`src/rtl/bfg_pkg.sv`:
```
package bfg_pkg;

    localparam int ADDR_W = 24;

    typedef enum logic [1:0] {
        SZ_BYTE = 2'b00,
        SZ_WORD = 2'b01,
        SZ_LONG = 2'b10
    } acc_size_e;

    typedef enum logic [1:0] {
        FC_NONE   = 2'd0,
        FC_ABSENT = 2'd1,
        FC_AREA   = 2'd2,
        FC_PROT   = 2'd3
    } fault_cls_e;

    typedef struct packed {
        logic [15:0] gen;
        logic [15:0] bsr0;
        logic [15:0] bsr1;
        logic        berr;
        logic        irq7;
    } stat_s;

endpackage

```
`src/rtl/bfg_classifier.sv`:
```
// Applies the ordered permission rules to one address.
module bfg_classifier
    import bfg_pkg::*;
#(
    parameter logic [ADDR_W-1:0] IO_BASE    = 24'h400000,
    parameter logic [ADDR_W-1:0] KERN_SPAN  = 24'h080000,
    parameter logic [ADDR_W-1:0] LOW_RD_MAX = 24'h001000
) (
    input  logic [ADDR_W-1:0] addr,
    input  logic              wr,
    input  logic              priv,
    input  logic [2:0]        pbits,
    output fault_cls_e        cls
);
    logic in_ram;
    logic in_kern;
    logic low_read;

    always_comb begin
        in_ram   = (addr < IO_BASE);
        in_kern  = (addr < KERN_SPAN);
        low_read = !wr && (addr <= LOW_RD_MAX);
        if (in_ram && (pbits[1:0] == 2'b00)) begin
            cls = FC_ABSENT;
        end else if (priv) begin
            cls = FC_NONE;
        end else if (!in_ram) begin
            cls = FC_AREA;
        end else if (in_kern && !low_read) begin
            cls = FC_PROT;
        end else if (wr && !pbits[2]) begin
            cls = FC_PROT;
        end else begin
            cls = FC_NONE;
        end
    end
endmodule

```
`src/rtl/bfg_encoder.sv`:
```
// Builds the general and bus status words for a classified fault.
module bfg_encoder
    import bfg_pkg::*;
(
    input  fault_cls_e        cls,
    input  logic              wr,
    input  logic              dma,
    input  logic              flag_en,
    input  acc_size_e         size,
    input  logic [ADDR_W-1:0] faddr,
    output logic [15:0]       gen,
    output logic [15:0]       bsr0,
    output logic [15:0]       bsr1
);
    logic [7:0] kind;

    always_comb begin
        // high byte: 1, read, dma, not-absent, 1, flag, 1, not-area
        gen = {1'b1, !wr, dma, (cls != FC_ABSENT), 1'b1, flag_en, 1'b1,
               (cls != FC_AREA), 8'hFF};
        if (dma) begin
            kind = 8'h3C;
        end else if (size == SZ_BYTE) begin
            kind = faddr[0] ? 8'h7E : 8'h7D;
        end else begin
            kind = 8'h7C;
        end
        bsr0 = {kind, faddr[ADDR_W-1:16]};
        bsr1 = faddr[15:0];
    end
endmodule

```
`src/rtl/bus_fault_guard.sv`:
```
module bus_fault_guard
    import bfg_pkg::*;
#(
    parameter int                PAGE_SHIFT = 12,
    parameter logic [ADDR_W-1:0] IO_BASE    = 24'h400000,
    parameter logic [ADDR_W-1:0] KERN_SPAN  = 24'h080000,
    parameter logic [ADDR_W-1:0] LOW_RD_MAX = 24'h001000,
    parameter int                N_CHECKS   = 2
) (
    input  logic              clk,
    input  logic              rst_n,
    input  logic              acc_req,
    input  logic [ADDR_W-1:0] acc_addr,
    input  logic [1:0]        acc_size,
    input  logic              acc_wr,
    input  logic              cpu_super,
    input  logic              dma_req,
    input  logic [2:0]        page_bits_a,
    input  logic [2:0]        page_bits_b,
    input  logic              err_en,
    input  logic              gen_flag_en,
    input  logic              stat_clr,
    input  logic [31:0]       mem_rdata,
    output logic              acc_ok,
    output logic              acc_fault,
    output logic              bus_err,
    output logic              lvl7_req,
    output logic [15:0]       gen_status,
    output logic [15:0]       bus_stat0,
    output logic [15:0]       bus_stat1,
    output logic [31:0]       cpu_rdata
);
    localparam int PAGE_HI = ADDR_W - 1;
    localparam logic [15:0] CLEAR_WORD = 16'hFFFF;

    acc_size_e         size;
    logic [ADDR_W-1:0] far_addr;
    logic              crosses;
    logic [ADDR_W-1:0] chk_addr [N_CHECKS];
    logic [2:0]        chk_bits [N_CHECKS];
    fault_cls_e        chk_cls  [N_CHECKS];
    fault_cls_e        cls;
    logic [ADDR_W-1:0] fault_addr;
    logic [15:0]       enc_gen, enc_bsr0, enc_bsr1;
    stat_s             st_d, st_q;

    // second probe: +3 for writes, +2 for reads
    always_comb begin
        size     = acc_size_e'(acc_size);
        far_addr = acc_addr + (acc_wr ? ADDR_W'(3) : ADDR_W'(2));
        crosses  = (size == SZ_LONG) &&
                   (far_addr[PAGE_HI:PAGE_SHIFT] != acc_addr[PAGE_HI:PAGE_SHIFT]);
        chk_addr[0] = acc_addr;
        chk_bits[0] = page_bits_a;
        chk_addr[1] = far_addr;
        chk_bits[1] = page_bits_b;
    end

    for (genvar g = 0; g < N_CHECKS; g++) begin : g_chk
        bfg_classifier #(
            .IO_BASE    (IO_BASE),
            .KERN_SPAN  (KERN_SPAN),
            .LOW_RD_MAX (LOW_RD_MAX)
        ) u_cls (
            .addr  (chk_addr[g]),
            .wr    (acc_wr),
            .priv  (cpu_super || dma_req),
            .pbits (chk_bits[g]),
            .cls   (chk_cls[g])
        );
    end

    always_comb begin
        if (chk_cls[0] != FC_NONE) begin
            cls        = chk_cls[0];
            fault_addr = acc_addr;
        end else if (crosses) begin
            cls        = chk_cls[1];
            fault_addr = acc_wr ? acc_addr : far_addr;
        end else begin
            cls        = FC_NONE;
            fault_addr = acc_addr;
        end
    end

    bfg_encoder u_enc (
        .cls     (cls),
        .wr      (acc_wr),
        .dma     (dma_req),
        .flag_en (gen_flag_en),
        .size    (size),
        .faddr   (fault_addr),
        .gen     (enc_gen),
        .bsr0    (enc_bsr0),
        .bsr1    (enc_bsr1)
    );

    always_comb begin
        acc_fault = acc_req && (cls != FC_NONE);
        acc_ok    = acc_req && (cls == FC_NONE);
        unique case (size)
            SZ_BYTE: cpu_rdata = acc_fault && !acc_wr ? 32'h0000_00FF : mem_rdata;
            SZ_WORD: cpu_rdata = acc_fault && !acc_wr ? 32'h0000_FFFF : mem_rdata;
            default: cpu_rdata = acc_fault && !acc_wr ? 32'hFFFF_FFFF : mem_rdata;
        endcase
    end

    always_comb begin
        st_d      = st_q;
        st_d.berr = 1'b0;
        st_d.irq7 = 1'b0;
        if (stat_clr) begin
            st_d.gen  = CLEAR_WORD;
            st_d.bsr0 = CLEAR_WORD;
            st_d.bsr1 = CLEAR_WORD;
        end
        if (acc_fault) begin
            st_d.gen  = enc_gen;
            st_d.bsr0 = enc_bsr0;
            st_d.bsr1 = enc_bsr1;
            st_d.berr = err_en && !dma_req;
            st_d.irq7 = err_en && dma_req;
        end
    end

    always_ff @(posedge clk) begin
        if (!rst_n) begin
            st_q <= '{gen: CLEAR_WORD, bsr0: CLEAR_WORD, bsr1: CLEAR_WORD,
                      berr: 1'b0, irq7: 1'b0};
        end else begin
            st_q <= st_d;
        end
    end

    assign gen_status = st_q.gen;
    assign bus_stat0  = st_q.bsr0;
    assign bus_stat1  = st_q.bsr1;
    assign bus_err    = st_q.berr;
    assign lvl7_req   = st_q.irq7;
endmodule

```
`config.mk`:
```
export PLATFORM = sky130hd
export DESIGN_NAME = bus_fault_guard
export DESIGN_NICKNAME = d
export VERILOG_FILES = /design/src/rtl/bfg_pkg.sv /design/src/rtl/bfg_classifier.sv /design/src/rtl/bfg_encoder.sv /design/src/rtl/bus_fault_guard.sv
export SDC_FILE = /design/constraint.sdc
export NUM_CORES = 1
export LEC_CHECK = 0
export CORE_AREA = 2 2 118 74
export CTS_CLUSTER_DIAMETER = 80
export DETAILED_ROUTE_END_ITERATION = 12
export DIE_AREA = 0 0 120 76
export DONT_BUFFER_PORTS = 1
export SLEW_MARGIN = 40
export SYNTH_ARGS = -nofsm -noshare
export SYNTH_HDL_FRONTEND = slang
export SYNTH_HIERARCHICAL = 1
export SYNTH_SLANG_ARGS = --single-unit
```
`constraint.sdc`:
```
create_clock -name clk -period 5.2 [get_ports clk]
set_input_delay 0.52 -clock clk [delete_from_list [all_inputs] [get_ports clk]]
set_output_delay 0.52 -clock clk [all_outputs]
set_load 0.02 [all_outputs]
```
==> insert_results.sql, run 1 <==
INSERT INTO impl_metrics (metric_group, metric, value, unit) VALUES
('flow_run', 'maxCapViolCount', '0', ''),
('global_routing', 'grt_pass1_wl', '15.8', 'mm'),
('sta', 'rsz0062_at_grt', 'no', ''),
('critical_path', 'worst_path_max_delay_cell', 'o41ai_1', ''),
('critical_path', 'cp_top_family', 'simple AND/OR/NAND/NOR gates', ''),
('die', 'fp.dieH', '76', 'µm'),
('clock_network', 'cts-htree-levels', '2', ''),
('drt', 'drcViolationCount', '0', ''),
('power', 'cellPowerDensity', '266', 'nW/µm²'),
('clock_network', 'tritoncts_clock_tree', 'done', ''),
('layout', 'areaGrowthSynthToFinish', '-0.316', '%'),
('layout', 'register_area', '1000', 'µm²'),
('clock_network', 'clock-sinks', '50', ''),
('logic_synthesis', 'synth_ff_type', 'dfxtp_1', ''),
('clock_network', 'buffer_count_from_post_cts_setup_fixing', '0', ''),
('clock_network', 'clock_latency_on_the_worst_skew_pair', '0.28', 'ns'),
('sta', 'slew_headroom', '52.5', '%'),
('layout', 'footprint_of_the_multi_input_gates', '2100', 'µm²'),
('power', 'irDropWorstVdd', '0.155', 'mV'),
('clock_network', 'max-clock-path-buffers', '2', ''),
('place', 'placed_area', '3370', 'µm²'),
('drt', 'detail_route.vias_per_cell', '5.66', ''),
('logic_synthesis', 'synth_common_cells', '73 x nor2_1, 59 x nor3_1, 50 x dfxtp_1', ''),
('sta', 'post_route_minimum_period', '4.72', 'ns'),
('clock_network', 'cts-resized-gates', '0', ''),
('global_routing', 'number_of_global_route_vias_before_repair', '2860', ''),
('critical_path', 'cp.required', '4.68', 'ns'),
('power', 'cellLeakagePower', '1.39', 'nW'),
('logic_synthesis', 'post_synth_instance_area', '3560', 'µm²'),
('critical_path', 'path_cells', 'ha_1 > inv_1 > ha_1 > inv_1 > and3_1 > nand4_1 > nor2_1 > xor2_1 > nor3_1 > a22o_1 > o221ai_2 > o41ai_1 > o2111ai_1 > nand2_1 > a21o_1', ''),
('die', 'io-pin-count', '157', ''),
('logic_synthesis', 'yosys_warnings', '6', ''),
('critical_path', 'critPathMaxStageDelay', '0.54', 'ns'),
('critical_path', 'crit_path_start_kind', 'primary input', ''),
('global_routing', 'grt_start_max_net_pins', '51', ''),
('sta', 'clock-skew-final', '0', 'ns'),
('logic_synthesis', 'synth-async-reset-ratio', '0', '%'),
('logic_synthesis', 'yosys_register_bits', '50', ''),
('place', 'portBuffers', '0', ''),
('drt', 'detailedRoute.firstPassIterationCount', '5', ''),
('drt', 'postRouteAntennaNets', '0', ''),
('logic_synthesis', 'postSynthCellCount', '485', ''),
('global_routing', 'global_route.overflow_total', '0', ''),
('clock_network', 'holdBufCountCts', '0', ''),
('logic_synthesis', 'synth_most_common_cell', 'nor2_1', ''),
('place', 'gp_routability_congestion', '0.987', ''),
('sta', 'tightestPinTransition', '0.704', 'ns'),
('place', 'dpl.hpwl', '7.78', 'mm'),
('sta', 'slew_viol_final', '0', ''),
('critical_path', 'cp-startpoint', 'acc_addr[0]', ''),
('critical_path', 'criticalPathCategory', 'in -> out', ''),
('clock_network', 'clock_tree.root_cell', 'clkbuf_16', ''),
('die', 'floorplan.core_area', '8170', 'µm²'),
('sta', 'setup_viol', '0', ''),
('drt', 'wire_per_inst', '18.3', 'µm'),
('critical_path', 'cp.arrival', '4.20', 'ns'),
('worst_hold_path', 'min-delay-start', 'dma_req', ''),
('die', 'die-area', '9120', 'µm²'),
('logic_synthesis', 'synth_area_per_cell', '7.34', 'µm²'),
('critical_path', 'critPathBufInv', '2', ''),
('run_status', 'outcome', 'finished, final reports clean', ''),
('global_routing', 'gr-usage-all-layers', '21.7', '%'),
('sta', 'timing.setup.tns', '0', 'ns'),
('power', 'power', '0.945', 'mW'),
('drt', 'drt-initial-drc-count', '218', ''),
('logic_synthesis', 'synth.largest_area_cell', 'dfxtp_1', ''),
('sta', 'maxClockFrequency', '212', 'MHz'),
('drt', 'detailroute.via_count', '3167', ''),
('layout', 'fillCellCount', '853', ''),
('worst_hold_path', 'min_path_type', 'in -> reg', ''),
('critical_path', 'worst_setup_path_end_kind', 'primary output', '');
## sequential cells by signal (all words and copies together), names as in the netlist
name,count
bus_stat1,16
bus_err,1
lvl7_req,1
bus_stat0,16
gen_status,16
## layer usage
layer  vias up  part of all wire [%]  GRT usage, %
met5         -                     0             0
met4         0                  0.37          2.71
met3         4                    11          6.81
met2       173                    43          33.3
met1      1465                    46          30.5
li1       1525                     -             -
## worst paths after layout
kind / endpoint / slack [ns] / cells past startpoint
setup / recovery: cpu_rdata[27] / 0.48 / 15
hold / removal: bus_err / 0.30 / 1
setup reg to reg: bus_stat1[1] / 4.36 / 2
hold reg to reg: gen_status[11] / 0.66 / 2
## area by class of cell
cell class / count / area share [%]
multi-input cells: 368 / 59.2
clock inverters: 2 / 1.09
inverters: 11 / 1.30
flip-flops and latches: 50 / 28.2
well taps: 112 / 3.95
clock buffers: 6 / 3.91
repair buffers: 11 / 2.33
## power by group
part / leakage [nW] / internal (mW) / switching [mW]
Combinational: 0.897 / 0.0528 / 0.0871
Clock: 0.0875 / 0.242 / 0.144
Sequential: 0.408 / 0.395 / 0.0243
## stage by stage
stage               setup WS [ns]  utilization [%]  hold slack, ns
floorplan                   0.830                -           0.598
global placement            0.780             41.3           0.601
detailed placement          0.605             41.3           0.602
CTS                         0.584             43.5           0.292
global route                0.136             43.5           0.302
finish                      0.484             43.5           0.304
## cell usage in the layout, fill, tap and decap left out, types with 10 or more instances in the layout
| master | instances |
|---|---|
| nor3_1 | 59 |
| o21ai_0 | 44 |
| dfxtp_1 | 50 |
| buf_4 | 11 |
| xnor2_1 | 14 |
| nand2_1 | 20 |
| o21ai_1 | 10 |
| nor2_1 | 73 |
| conb_1 | 16 |
| a21o_1 | 18 |
| xor2_1 | 20 |
| inv_1 | 10 |
| nand2b_1 | 11 |
## cells by family after synthesis
group	Yosys count	share of synthesized area, %
DFF	50	28.1
and+or+nand+nor	221	31.3
other	2	0.211
xor gates and xnor gates	34	8.37
AOI/OAI and AO/OA	94	16.6
buffers and inverters	81	14.4
adders and majority gates	3	1.05
No activity file was read; power rests on OpenSTA's default activity.
==> inputs of run 2 (changes only) <==
--- a/config.mk
+++ b/config.mk
@@ -5,11 +5,12 @@
 export SDC_FILE = /design/constraint.sdc
 export NUM_CORES = 1
 export LEC_CHECK = 0
-export CORE_AREA = 2 2 118 74
+export CORE_AREA = 2 2 107 68
 export CTS_CLUSTER_DIAMETER = 80
 export DETAILED_ROUTE_END_ITERATION = 12
-export DIE_AREA = 0 0 120 76
+export DIE_AREA = 0 0 109 70
 export DONT_BUFFER_PORTS = 1
+export PLACE_DENSITY = 0.69
 export SLEW_MARGIN = 40
 export SYNTH_ARGS = -nofsm -noshare
 export SYNTH_HDL_FRONTEND = slang
==> run 2 against run 1 <==
Worst hold slack worse by 0.019 ns. Maximum frequency down 0.58%. Setup slack worse by 0.027 ns. Clock power down 41%. Critical endpoint is now cpu_rdata[24]. Sequential cell count unchanged. Critical path depth unchanged. Core utilization up 6.7 points. Largest power group unchanged.
==> insert_results.sql, run 2 (synthesis gave the netlist of run 1 again) <==
INSERT INTO impl_metrics (metric_group, metric, value, unit) VALUES
('worst_hold_path', 'min_path_type', 'in -> reg', ''),
('critical_path', 'crit_fanout', '16', ''),
('drt', 'detailroute.via_count', '3100', ''),
('place', 'dpl.hpwl', '7.80', 'mm'),
('die', 'io-pin-count', '157', ''),
('clock_network', 'cts_inserted_buffers', '5', ''),
('power', 'power', '0.785', 'mW'),
('global_routing', 'number_of_antenna_violations_at_the_first_check_in_global_routing', '1', ''),
('drt', 'drt-initial-drc-count', '397', ''),
('die', 'fp-row-count', '24', ''),
('clock_network', 'tritoncts_clock_tree', 'done', ''),
('sta', 'post_route_minimum_period', '4.74', 'ns'),
('drt', 'detailedRoute.firstPassIterationCount', '5', ''),
('global_routing', 'grt_pass1_wl', '15.6', 'mm'),
('global_routing', 'number_of_global_route_vias_before_repair', '2870', ''),
('sta', 'rsz0062_at_grt', 'no', ''),
('clock_network', 'cts-htree-levels', '2', ''),
('place', 'dp_slack', '0.558', 'ns'),
('sta', 'timing.setup.tns', '0', 'ns'),
('drt', 'drt-total-wl', '10.3', 'mm'),
('layout', 'fillCellCount', '695', ''),
('clock_network', 'clock_latency_on_the_worst_skew_pair', '0.30', 'ns'),
('sta', 'final_hold_viol_count', '0', ''),
('flow_run', 'maxCapViolCount', '0', ''),
('clock_network', 'holdBufCountCts', '0', ''),
('place', 'gp_routability_congestion', '0.933', ''),
('layout', 'proportion_of_layout_cells_with_a_drive_suffix_above_1', '7.17', '%'),
('drt', 'wire_per_inst', '19.2', 'µm'),
('die', 'floorplan.core_area', '6820', 'µm²'),
('critical_path', 'worst_setup_path_end_kind', 'primary output', ''),
('global_routing', 'grt_start_max_net_pins', '51', ''),
('run_status', 'outcome', 'finished, final reports clean', ''),
('layout', 'final_nets', '522', ''),
('layout', 'most_common_cell_after_layout_fill_and_taps_aside', 'nor2_1', ''),
('clock_network', 'clock-sinks', '50', ''),
('die', 'die-area', '7630', 'µm²'),
('critical_path', 'worst_path_max_delay_cell', 'o41ai_1', ''),
('die', 'die_w', '109', 'µm'),
('critical_path', 'cp.arrival', '4.22', 'ns'),
('layout', 'most-common-layout-cells', '73 x nor2_1, 59 x nor3_1, 50 x dfxtp_1', ''),
('drt', 'detail_route.vias_per_cell', '5.76', ''),
('power', 'cellPowerDensity', '229', 'nW/µm²'),
('die', 'initial_utilization', '52.2', '%'),
('sta', 'slew_viol_final', '0', ''),
('clock_network', 'max-clock-path-buffers', '2', ''),
('critical_path', 'crit_path_start_kind', 'primary input', ''),
('global_routing', 'gr-usage-all-layers', '26.6', '%'),
('place', 'portBuffers', '0', ''),
('clock_network', 'cts-resized-gates', '0', ''),
('die', 'fp.dieH', '70', 'µm'),
('drt', 'postRouteAntennaNets', '0', ''),
('power', 'cellLeakagePower', '1.34', 'nW'),
('clock_network', 'clkTransAtPathRegs', '0.09', 'ns'),
('layout', 'register_area', '1000', 'µm²'),
('critical_path', 'path_cells', 'ha_1 > inv_1 > ha_1 > inv_1 > and3_1 > nand4_1 > nor2_1 > xor2_1 > nor3_1 > a22o_1 > o221ai_2 > o41ai_1 > o2111ai_1 > nand2_1 > a21o_1', ''),
('critical_path', 'criticalPathCategory', 'in -> out', ''),
('sta', 'postLayoutSetupSlackWorst', '0.457', 'ns'),
('sta', 'final.period_utilization', '91.2', '%'),
('sta', 'slew_headroom', '42.4', '%'),
('sta', 'setup_viol', '0', ''),
('clock_network', 'clock_tree.root_cell', 'clkbuf_8', ''),
('drt', 'drcViolationCount', '0', ''),
('sta', 'tightestPinTransition', '0.854', 'ns'),
('sta', 'maxClockFrequency', '211', 'MHz'),
('clock_network', 'buffer_count_from_post_cts_setup_fixing', '0', ''),
('global_routing', 'global_route.overflow_total', '0', ''),
('power', 'irDropWorstVdd', '0.131', 'mV'),
('layout', 'areaGrowthSynthToFinish', '-3.87', '%'),
('critical_path', 'critPathMaxStageDelay', '0.52', 'ns'),
('layout', 'footprint_of_the_multi_input_gates', '2100', 'µm²'),
('critical_path', 'cp.required', '4.68', 'ns'),
('sta', 'clock-skew-final', '0', 'ns');
[run 2: changes by cell type in the layout (fill, tap and decap cells not counted), sizes merged]
cell    change
buf         -1
bufinv      -1
clkbuf      -1
clkinv      +1
diode       +1
[run 2: report_power, final]
group	internal (mW)	total (mW)	switching, mW	leakage [nW]
Clock	0.0933	0.226	0.133	0.0444
Sequential	0.395	0.418	0.0234	0.408
Combinational	0.0522	0.141	0.0886	0.892
[run 2: through the flow]
| stage | hold slack (ns) | cell area (µm²) | utilization [%] | std cells |
|---|---|---|---|---|
| global route | 0.276 | 3420 | 50.2 | 538 |
| detailed placement | 0.603 | 3340 | 49.0 | 530 |
| global placement | 0.601 | 3340 | 49.0 | 530 |
| finish | 0.285 | 3420 | 50.2 | 538 |
| floorplan | 0.598 | 3610 | - | 499 |
| CTS | 0.272 | 3420 | 50.2 | 537 |
[run 2: critical path, delay by kind of cell]
| kind | cells | cell delay (ns) |
|---|---|---|
| and+or+nand+nor | 5 | 1.57 |
| xor gates and xnor gates | 1 | 0.09 |
| adders and majority gates | 2 | 0.46 |
| AOI/OAI and AO/OA | 5 | 1.39 |
| buffers and inverters | 2 | 0.20 |
[run 2: layout make-up]
type	instances	share of cell area [%]
antenna	1	0.0731
clock buffer	5	2.01
clock inverter	2	0.402
inverter	11	1.35
multi-input combinational	368	61.4
sequential	50	29.3
tap	91	3.33
timing repair buffer	10	2.19
[run 2: final timing paths]
check / from / to / slack (ns) / depth (start not counted)
worst max-delay path: acc_addr[0] / cpu_rdata[24] / 0.46 / 15
worst min register to register: gen_status[6] / gen_status[6] / 0.67 / 2
worst max register to register: bus_stat1[15] / bus_stat1[15] / 4.37 / 2
worst min-delay path: dma_req / bus_err / 0.28 / 1
[run 2: routing by layer]
layer	GRT usage [%]	wire, µm
met5	0	0
met4	5.84	94
met3	8.59	1140
met2	39.4	4440
met1	37.6	4650
